<file path="src/rtl/crp_pkg.sv">
package crp_pkg;

   typedef enum logic [3:0] {
      S_IDLE, S_CHECK, S_HDR, S_BODY, S_REGV, S_EXEC, S_MRD, S_MWR, S_STALL, S_ERR
   } crp_state_e;

   localparam logic [7:0] OP_REGBURST = 8'h76;
   localparam logic [7:0] OP_WAIT     = 8'h3C;
   localparam logic [7:0] OP_RELEASE  = 8'h49;
   localparam logic [7:0] OP_DISPATCH = 8'h15;
   localparam logic [7:0] OP_EVENT    = 8'h46;
   localparam logic [7:0] OP_ACQUIRE  = 8'h58;

   localparam logic [2:0] FN_EQ       = 3'd3;
   localparam logic [2:0] FN_GE       = 3'd5;
   localparam logic [7:0] EV_STAMP    = 8'h14;
   localparam int         REWIND_DW   = 7;

endpackage

</file>
<file path="src/rtl/crp_ring_addr.sv">
module crp_ring_addr #(
   parameter int ADDR_W  = 64,
   parameter int RING_DW = 256
) (
   input  logic [ADDR_W-1:0]           base,
   input  logic [$clog2(RING_DW)-1:0]  slot,
   output logic [ADDR_W-1:0]           addr
);
   localparam int LG = $clog2(RING_DW);

   generate
      if (RING_DW < 2 || (1 << LG) != RING_DW) begin : g_bad_depth
         $error("RING_DW must be a power of two of at least 2");
      end
   endgenerate

   logic [LG+1:0] byte_off;
   assign byte_off = {slot, 2'b00};
   assign addr     = base + ADDR_W'(byte_off);
endmodule

</file>
<file path="src/rtl/crp_hdr_decode.sv">
module crp_hdr_decode import crp_pkg::*; (
   input  logic [31:8] word,
   output logic        type_ok,
   output logic        op_known,
   output logic        cnt_ok
);
   logic [7:0]  op;
   logic [13:0] cnt;

   assign op      = word[15:8];
   assign cnt     = word[29:16];
   assign type_ok = (word[31:30] == 2'b11);

   always_comb begin
      op_known = 1'b1;
      cnt_ok   = 1'b0;
      unique case (op)
         OP_REGBURST: cnt_ok = 1'b1;
         OP_WAIT:     cnt_ok = (cnt == 14'd5);
         OP_RELEASE:  cnt_ok = (cnt == 14'd6);
         OP_DISPATCH: cnt_ok = (cnt == 14'd3);
         OP_EVENT:    cnt_ok = (cnt == 14'd0);
         OP_ACQUIRE:  cnt_ok = (cnt == 14'd6);
         default:     op_known = 1'b0;
      endcase
   end
endmodule

</file>
<file path="src/rtl/crp_wait_eval.sv">
module crp_wait_eval import crp_pkg::*; (
   input  logic [2:0]  func,
   input  logic [31:0] lhs,
   input  logic [31:0] rhs,
   output logic        fn_ok,
   output logic        pass
);
   always_comb begin
      fn_ok = 1'b1;
      pass  = 1'b0;
      if (func == FN_GE)      pass = (lhs >= rhs);
      else if (func == FN_EQ) pass = (lhs == rhs);
      else                    fn_ok = 1'b0;
   end
endmodule

</file>
<file path="src/rtl/crp_stamp.sv">
module crp_stamp #(
   parameter int W = 64
) (
   input  logic        clk,
   input  logic        rst_n,
   output logic [63:0] value
);
   generate
      if (W < 1 || W > 64) begin : g_bad_width
         $error("stamp width must be 1..64");
      end
   endgenerate

   logic [W-1:0] cnt;

   always_ff @(posedge clk or negedge rst_n) begin
      if (!rst_n) cnt <= '0;
      else        cnt <= cnt + 1'b1;
   end

   generate
      if (W == 64) begin : g_full
         assign value = cnt;
      end else begin : g_pad
         assign value = {{(64-W){1'b0}}, cnt};
      end
   endgenerate
endmodule

</file>
<file path="src/rtl/cmd_ring_engine.sv">
module cmd_ring_engine import crp_pkg::*; #(
   parameter int ADDR_W   = 64,
   parameter int PTR_W    = 64,
   parameter int RING_DW  = 256,
   parameter int REG_AW   = 16,
   parameter int POLL_CYC = 64,
   parameter int STAMP_W  = 64
) (
   input  logic              clk,
   input  logic              rst_n,
   input  logic              kick,
   input  logic [ADDR_W-1:0] ring_base,
   input  logic [PTR_W-1:0]  wr_ptr,
   output logic [PTR_W-1:0]  rd_ptr,
   output logic              busy,
   output logic              err,
   output logic              mem_req,
   output logic              mem_we,
   output logic [ADDR_W-1:0] mem_addr,
   output logic [63:0]       mem_wdata,
   input  logic              mem_ack,
   input  logic [31:0]       mem_rdata,
   output logic              reg_we,
   output logic [REG_AW-1:0] reg_addr,
   output logic [31:0]       reg_wdata,
   output logic              disp_pulse,
   output logic [31:0]       disp_x,
   output logic [31:0]       disp_y,
   output logic [31:0]       disp_z
);
   localparam int BODY_MAX = 7;
   localparam int IDX_W    = $clog2(BODY_MAX);
   localparam int RING_LG  = $clog2(RING_DW);
   localparam int PCNT_W   = $clog2(POLL_CYC + 1);

   generate
      if (ADDR_W < 8 || ADDR_W > 64) begin : g_bad_addr
         $error("ADDR_W must be 8..64");
      end
      if (PTR_W < RING_LG + 1 || PTR_W > 64) begin : g_bad_ptr
         $error("PTR_W too small for the ring or above 64");
      end
      if (REG_AW < 1 || REG_AW > 32) begin : g_bad_reg
         $error("REG_AW must be 1..32");
      end
      if (POLL_CYC < 1) begin : g_bad_poll
         $error("POLL_CYC must be at least 1");
      end
   endgenerate

   crp_state_e           state;
   logic [7:0]           op_q;
   logic [13:0]          cnt_q;
   logic [IDX_W-1:0]     idx;
   logic [31:0]          body_q [BODY_MAX];
   logic [13:0]          rem;
   logic [REG_AW-1:0]    cur_reg;
   logic [PCNT_W-1:0]    pcnt;
   logic [63:0]          wdata_q;
   logic [ADDR_W-1:0]    waddr_q;
   logic                 err_q;

   logic [ADDR_W-1:0]    fetch_addr;
   logic                 type_ok, op_known, cnt_ok;
   logic                 fn_ok, cmp_pass;
   logic [31:0]          cmp_lhs;
   logic [63:0]          stamp;
   logic [63:0]          wait_a64, rel_a64;
   logic [2:0]           rel_sel;

   crp_ring_addr #(.ADDR_W(ADDR_W), .RING_DW(RING_DW)) u_addr (
      .base (ring_base),
      .slot (rd_ptr[RING_LG-1:0]),
      .addr (fetch_addr)
   );

   crp_hdr_decode u_dec (
      .word     (mem_rdata[31:8]),
      .type_ok  (type_ok),
      .op_known (op_known),
      .cnt_ok   (cnt_ok)
   );

   assign cmp_lhs = (state == S_MRD) ? mem_rdata : body_q[3];

   crp_wait_eval u_cmp (
      .func  (body_q[0][2:0]),
      .lhs   (cmp_lhs),
      .rhs   (body_q[3]),
      .fn_ok (fn_ok),
      .pass  (cmp_pass)
   );

   crp_stamp #(.W(STAMP_W)) u_ts (
      .clk   (clk),
      .rst_n (rst_n),
      .value (stamp)
   );

   assign wait_a64 = {body_q[2], body_q[1]};
   assign rel_a64  = {body_q[3], body_q[2]};
   assign rel_sel  = body_q[1][31:29];

   // memory request steering
   always_comb begin
      mem_req  = 1'b0;
      mem_we   = 1'b0;
      mem_addr = fetch_addr;
      unique case (state)
         S_HDR, S_BODY, S_REGV: mem_req = 1'b1;
         S_MRD: begin
            mem_req  = 1'b1;
            mem_addr = wait_a64[ADDR_W-1:0];
         end
         S_MWR: begin
            mem_req  = 1'b1;
            mem_we   = 1'b1;
            mem_addr = waddr_q;
         end
         default: ;
      endcase
   end

   assign mem_wdata = wdata_q;
   assign busy      = (state != S_IDLE) && (state != S_ERR);
   assign err       = err_q;

   always_ff @(posedge clk or negedge rst_n) begin
      if (!rst_n) begin
         state      <= S_IDLE;
         rd_ptr     <= '0;
         op_q       <= '0;
         cnt_q      <= '0;
         idx        <= '0;
         rem        <= '0;
         cur_reg    <= '0;
         pcnt       <= '0;
         wdata_q    <= '0;
         waddr_q    <= '0;
         err_q      <= 1'b0;
         reg_we     <= 1'b0;
         reg_addr   <= '0;
         reg_wdata  <= '0;
         disp_pulse <= 1'b0;
         disp_x     <= '0;
         disp_y     <= '0;
         disp_z     <= '0;
         for (int i = 0; i < BODY_MAX; i++) body_q[i] <= '0;
      end else begin
         reg_we     <= 1'b0;
         disp_pulse <= 1'b0;
         unique case (state)
            S_IDLE: if (kick) state <= S_CHECK;

            S_CHECK: state <= (rd_ptr < wr_ptr) ? S_HDR : S_IDLE;

            S_HDR: if (mem_ack) begin
               rd_ptr <= rd_ptr + 1'b1;
               op_q   <= mem_rdata[15:8];
               cnt_q  <= mem_rdata[29:16];
               idx    <= '0;
               if (!type_ok || !op_known || !cnt_ok) begin
                  err_q <= 1'b1;
                  state <= S_ERR;
               end else begin
                  state <= S_BODY;
               end
            end

            S_BODY: if (mem_ack) begin
               rd_ptr      <= rd_ptr + 1'b1;
               body_q[idx] <= mem_rdata;
               idx         <= idx + 1'b1;
               if (op_q == OP_REGBURST) begin
                  cur_reg <= mem_rdata[REG_AW-1:0];
                  rem     <= cnt_q;
                  state   <= (cnt_q == '0) ? S_CHECK : S_REGV;
               end else if (14'(idx) == cnt_q) begin
                  state <= S_EXEC;
               end
            end

            S_REGV: if (mem_ack) begin
               rd_ptr    <= rd_ptr + 1'b1;
               reg_we    <= 1'b1;
               reg_addr  <= cur_reg;
               reg_wdata <= mem_rdata;
               cur_reg   <= cur_reg + 1'b1;
               rem       <= rem - 1'b1;
               if (rem == 14'd1) state <= S_CHECK;
            end

            S_EXEC: begin
               unique case (op_q)
                  OP_WAIT: begin
                     if (!fn_ok) begin
                        err_q <= 1'b1;
                        state <= S_ERR;
                     end else if (body_q[0][4]) begin
                        state <= S_MRD;
                     end else if (cmp_pass) begin
                        state <= S_CHECK;
                     end else begin
                        rd_ptr <= rd_ptr - PTR_W'(REWIND_DW);
                        pcnt   <= '0;
                        state  <= S_STALL;
                     end
                  end
                  OP_RELEASE: begin
                     waddr_q <= rel_a64[ADDR_W-1:0];
                     if (rel_sel == 3'd1 || rel_sel == 3'd2) begin
                        wdata_q <= {body_q[5], body_q[4]};
                        state   <= S_MWR;
                     end else if (rel_sel == 3'd3 && body_q[0][7:0] == EV_STAMP) begin
                        wdata_q <= stamp;
                        state   <= S_MWR;
                     end else begin
                        err_q <= 1'b1;
                        state <= S_ERR;
                     end
                  end
                  OP_DISPATCH: begin
                     disp_pulse <= 1'b1;
                     disp_x     <= body_q[0];
                     disp_y     <= body_q[1];
                     disp_z     <= body_q[2];
                     state      <= S_CHECK;
                  end
                  default: state <= S_CHECK;
               endcase
            end

            S_MRD: if (mem_ack) begin
               if (cmp_pass) begin
                  state <= S_CHECK;
               end else begin
                  rd_ptr <= rd_ptr - PTR_W'(REWIND_DW);
                  pcnt   <= '0;
                  state  <= S_STALL;
               end
            end

            S_MWR: if (mem_ack) state <= S_CHECK;

            S_STALL: begin
               if (kick || pcnt == PCNT_W'(POLL_CYC - 1)) begin
                  pcnt  <= '0;
                  state <= S_CHECK;
               end else begin
                  pcnt <= pcnt + 1'b1;
               end
            end

            S_ERR: state <= S_ERR;

            default: state <= S_IDLE;
         endcase
      end
   end

   logic stalled;
   assign stalled = (state == S_STALL);

   AST_BAD_TYPE_FLAGS: assert property (@(posedge clk) disable iff (!rst_n)
      (state == S_HDR && mem_ack && mem_rdata[31:30] != 2'b11) |=> err);
   AST_PTR_STEP: assert property (@(posedge clk) disable iff (!rst_n)
      (rd_ptr == $past(rd_ptr)) || (rd_ptr == $past(rd_ptr) + 1'b1)
      || (rd_ptr == $past(rd_ptr) - PTR_W'(REWIND_DW)));
   AST_REG_CONSEC: assert property (@(posedge clk) disable iff (!rst_n)
      (reg_we && $past(reg_we)) |-> (reg_addr == $past(reg_addr) + 1'b1));
   AST_STALL_REWIND: assert property (@(posedge clk) disable iff (!rst_n)
      (stalled && !$past(stalled)) |-> (rd_ptr == $past(rd_ptr) - PTR_W'(REWIND_DW)));
   AST_DISP_SINGLE: assert property (@(posedge clk) disable iff (!rst_n)
      disp_pulse |=> !disp_pulse);
   AST_ERR_STICKY: assert property (@(posedge clk) disable iff (!rst_n)
      err |=> err);
   AST_ERR_QUIET: assert property (@(posedge clk) disable iff (!rst_n)
      err |-> (!mem_req && !reg_we && !disp_pulse));

endmodule

</file>
<file path="config.mk">
export PLATFORM = sky130hd
export DESIGN_NAME = cmd_ring_engine
export DESIGN_NICKNAME = d
export VERILOG_FILES = /design/src/rtl/crp_pkg.sv /design/src/rtl/crp_ring_addr.sv /design/src/rtl/crp_hdr_decode.sv /design/src/rtl/crp_wait_eval.sv /design/src/rtl/crp_stamp.sv /design/src/rtl/cmd_ring_engine.sv
export SDC_FILE = /design/constraint.sdc
export NUM_CORES = 2
export LEC_CHECK = 0
export ABC_AREA = 1
export BUFFER_PORTS_ARGS = -buffer_cell sky130_fd_sc_hd__buf_2
export CORE_MARGIN = 4
export CORE_UTILIZATION = 36
export CTS_CLUSTER_SIZE = 30
export DETAILED_ROUTE_END_ITERATION = 10
export PLACE_DENSITY = 0.52
export SLEW_MARGIN = 5
export SYNTH_ARGS = -nofsm -noshare
export SYNTH_HDL_FRONTEND = slang
export SYNTH_SLANG_ARGS = --single-unit
</file>
<file path="constraint.sdc">
create_clock -name clk -period 3.65 [get_ports clk]
set_clock_uncertainty 0.2 [all_clocks]
set_input_delay 0.73 -clock clk [delete_from_list [all_inputs] [get_ports clk]]
set_output_delay 0.73 -clock clk [all_outputs]
set_load 0.02 [all_outputs]
</file>
==> metrics <==
Post-Synth XOR/XNOR Area 3.72%; Slew @ Worst Pin 909 ps; WHS Path Cells 3; Starting DRT DRC Count 3060; first-pass GRT wire length 230 mm; worst setup margin -409 ps; count of cell types in the netlist 66; Post-Syn Instances 4886; core footprint 104000 um2; global-route usage over all layers 27.3%; WHS Endpoint cnt_q[3]$_DFFE_PN0P_; Max Cap Viol 0; R2R Path Start state[0]$_DFFE_PN0P_; number of global-route vias before repair 35.5k; critical path class reg -> out; chip width 331 um; Int Power 17.9 mW; dpl hpwl 118 mm; routing usage on met3 4.57%; Synth Cell Area 37600 um2; vias per cell 5.12; I/O Buffers 505; P&R area growth vs syn 26.9%; grt met1 use 38.5%; final setup vio count 50; total grt overflow 0; Worst Path Arrival 3130 ps; min-delay worst type in -> reg; gr busiest metal met2; DR WL/cell 21.9 um; post-synthesis net count 5221; deepest clock path buffer count 3; Syn Area/Cell 7.70 um2; CTS root buf clkbuf_16; beginning of the critical path rd_ptr[0]$_DFFE_PN0P_; startpoint types flip-flop; ys flop type dfrtp_1; final hold violations 0; H-tree levels 3; CTS Buf Count 79; Psw 12.0 mW; Filler cells 10.7k; clk_lat worst skew 660 ps; Yosys reg bits 661; number of detailed-route iterations in the first pass 6; via count 36.1k; Compound-Gate Fraction of Synth Area 14.9%; adder-cell share of the synthesized area 5.71%; row cnt 118; largest net degree at the start of global routing 129; pre-CTS WS -485 ps; Power Dens Cells 626 nW/um2; final WL 155 mm; R2R Setup Slk 170 ps; sequential share of power 33.8%; relative slew slack 39.4%; GP Congestion 1.00; fin. max-slew vios 0; R2R depth 21; Logic pwr share 38.6%; largest reg by FF count body_q; Worst R2R End rd_ptr[47]$_DFFE_PN0P_; Die Height 331 um; number of flip-flops in the largest register 192; simple-gate portion of the synthesized area 23.8%; layout cell share with drive strength beyond 1 20.7%; CTS tree done; violated checks negative setup slack; Synth Warn # 0; Routed Antenna Nets 0; Async SR Flop Fraction 100%; CTS clock-pin slew for the worst setup and hold paths 60 ps; # nets final 5942; top achievable clock speed 246 MHz; Pwr Total 29.9 mW; worst path required time 2720 ps; hold wc startpoint mem_rdata[19]; worst-path fanout max 5; Post-synth EDFFs 0; GR Util met2 43.9%; Sw Share 40.3%; run status finished, violations left; crit path time final 4060 ps; residual DRC count 0; Crit. End Element output pin; initial antenna violation count 15; IO Pins 506; maximum VDD drop 0.440 mV; Static Leak 23.9 nW; largest family of logic cells by synthesized area simple AND/OR/NAND/NOR gates; RSZ-0062 raised after global routing yes; share of total power in the clock network 27.6%; crit share post-route 111%; Initial Util 36.3%; die area 110000 um2; Seq/Total Area, Yosys 44.0%; mux contribution to synthesized area 0.718%; clock sink count 661
## cell usage after synthesis, types with 5 or more instances
master / count / area share (%)
nand2_1: 1400 / 14
o21ai_0: 666 / 8.9
dfrtp_1: 661 / 44
inv_1: 523 / 5.2
nor2_1: 308 / 3.1
a21oi_1: 173 / 2.3
ha_1: 170 / 5.7
nand3_1: 164 / 2.2
clkbuf_1: 129 / 1.3
xor2_1: 107 / 2.5
nor3_1: 80 / 1.1
nand4_1: 72 / 1.2
o211ai_1: 65 / 1.3
xnor2_1: 51 / 1.2
o21ai_1: 46 / 0.61
mux2i_1: 27 / 0.72
nor4_1: 19 / 0.32
buf_2: 16 / 0.21
inv_2: 15 / 0.15
a31oi_1: 13 / 0.22
o21ai_2: 13 / 0.30
o21bai_1: 13 / 0.26
buf_1: 11 / 0.11
nor3_2: 11 / 0.29
a21o_1: 10 / 0.20
nor2_2: 10 / 0.17
o21a_1: 9 / 0.18
nor2_4: 7 / 0.21
and3_1: 6 / 0.10
nand3_2: 6 / 0.16
nand3b_1: 6 / 0.12
o221ai_1: 6 / 0.14
a21boi_0: 5 / 0.10
a22oi_1: 5 / 0.10
nand2_2: 5 / 0.083
nor3b_1: 5 / 0.10
or2_2: 5 / 0.083
## per-layer routing
metal	part of all wire, %	vias to the layer above	wire, um
met3	6.5	194	9990
met4	2.4	8	3690
li1	-	17500	-
met2	45	1138	70100
met5	0.031	-	48
met1	46	17300	70900
## cells by family after synthesis
family                   after synthesis
flip-flops                           661
AO/OA/AOI/OAI                       1039
multiplexers                          27
adder cells (fa/ha/maj)              171
XOR/XNOR                             159
buffers and inverters                704
AND/OR/NAND/NOR                     2125
## layout make-up
class | count | area [um2] | area share [%]
antenna | 7 | 17.5 | 0.0367
tap | 1380 | 1730 | 3.62
timing repair buffer | 803 | 5450 | 11.4
inverter | 541 | 2040 | 4.27
multi-input combinational | 3521 | 19300 | 40.4
clock inverter | 29 | 428 | 0.896
sequential | 661 | 16500 | 34.7
clock buffer | 115 | 2270 | 4.76
## critical path: stages (launching register included)
cell and delay (ps):
dfrtp_1 360, ha_2 210, inv_2 50, fa_2 360, inv_2 80, nand3_2 60
nand2_2 80, nand2_2 70, nand2_4 80, nand2_4 80, nor2_4 130, buf_6 130
nand2_4 50, nor4_4 230, xor2_1 210, nand2_1 100, nand2_2 90, buf_6 110
## per-stage QoR
step	std cells	setup TNS [ps]	utilization (%)	hold WS (ps)	instance area, um2
floorplan	4886	-17.9	-	234	37600
global placement	6881	-8950	42.1	251	43600
detailed placement	6881	-9790	42.1	253	43600
CTS	7039	-13510	45.5	69.1	47100
global route	7053	-16590	46.1	117	47700
finish	7057	-9750	46.1	113	47700
## cell usage in the layout (no fill, tap or decap), drive strengths merged, types with 19 or more instances in the layout
cell type and n:
inv 540, dfrtp 661, buf 799, nor3 93, nand4 73, o21ai 725, nand2 1407, ha 170
xnor2 52, nor4 23, o211ai 65, nand3 170, a21oi 175, nor2 327, clkbuf 118, mux2i 27
xor2 107, clkinv 19
## worst max path at each step
stage,end,slack [ps]
finish,mem_addr[62],-410
global placement,mem_addr[50],-460
detailed placement,mem_addr[50],-480
global route,mem_addr[62],-530
floorplan,mem_addr[40],-20
CTS,mem_addr[50],-510
## power groups by stage
stage | combinational, mW | clock [mW] | sequential [mW]
2_1_floorplan | 6.29 | 0 | 10.4
3_3_place_gp | 10.9 | 0 | 10.2
3_5_place_dp | 11.0 | 0 | 10.2
4_1_cts | 11.3 | 8.47 | 10.1
5_1_grt | 12.8 | 8.76 | 10.3
6_report | 11.6 | 8.25 | 10.1
## what timing repair did
action / in CTS / in global routing
hold buffers: 1 / 0
endpoints found under the setup margin: 60 / 132
pin swaps: 45 / 58
setup buffers: 18 / 14
resized for setup: 183 / 131
gates cloned: 0 / 3
hold endpoints to repair: 56 / 0
No activity file was read; power rests on OpenSTA's default activity.
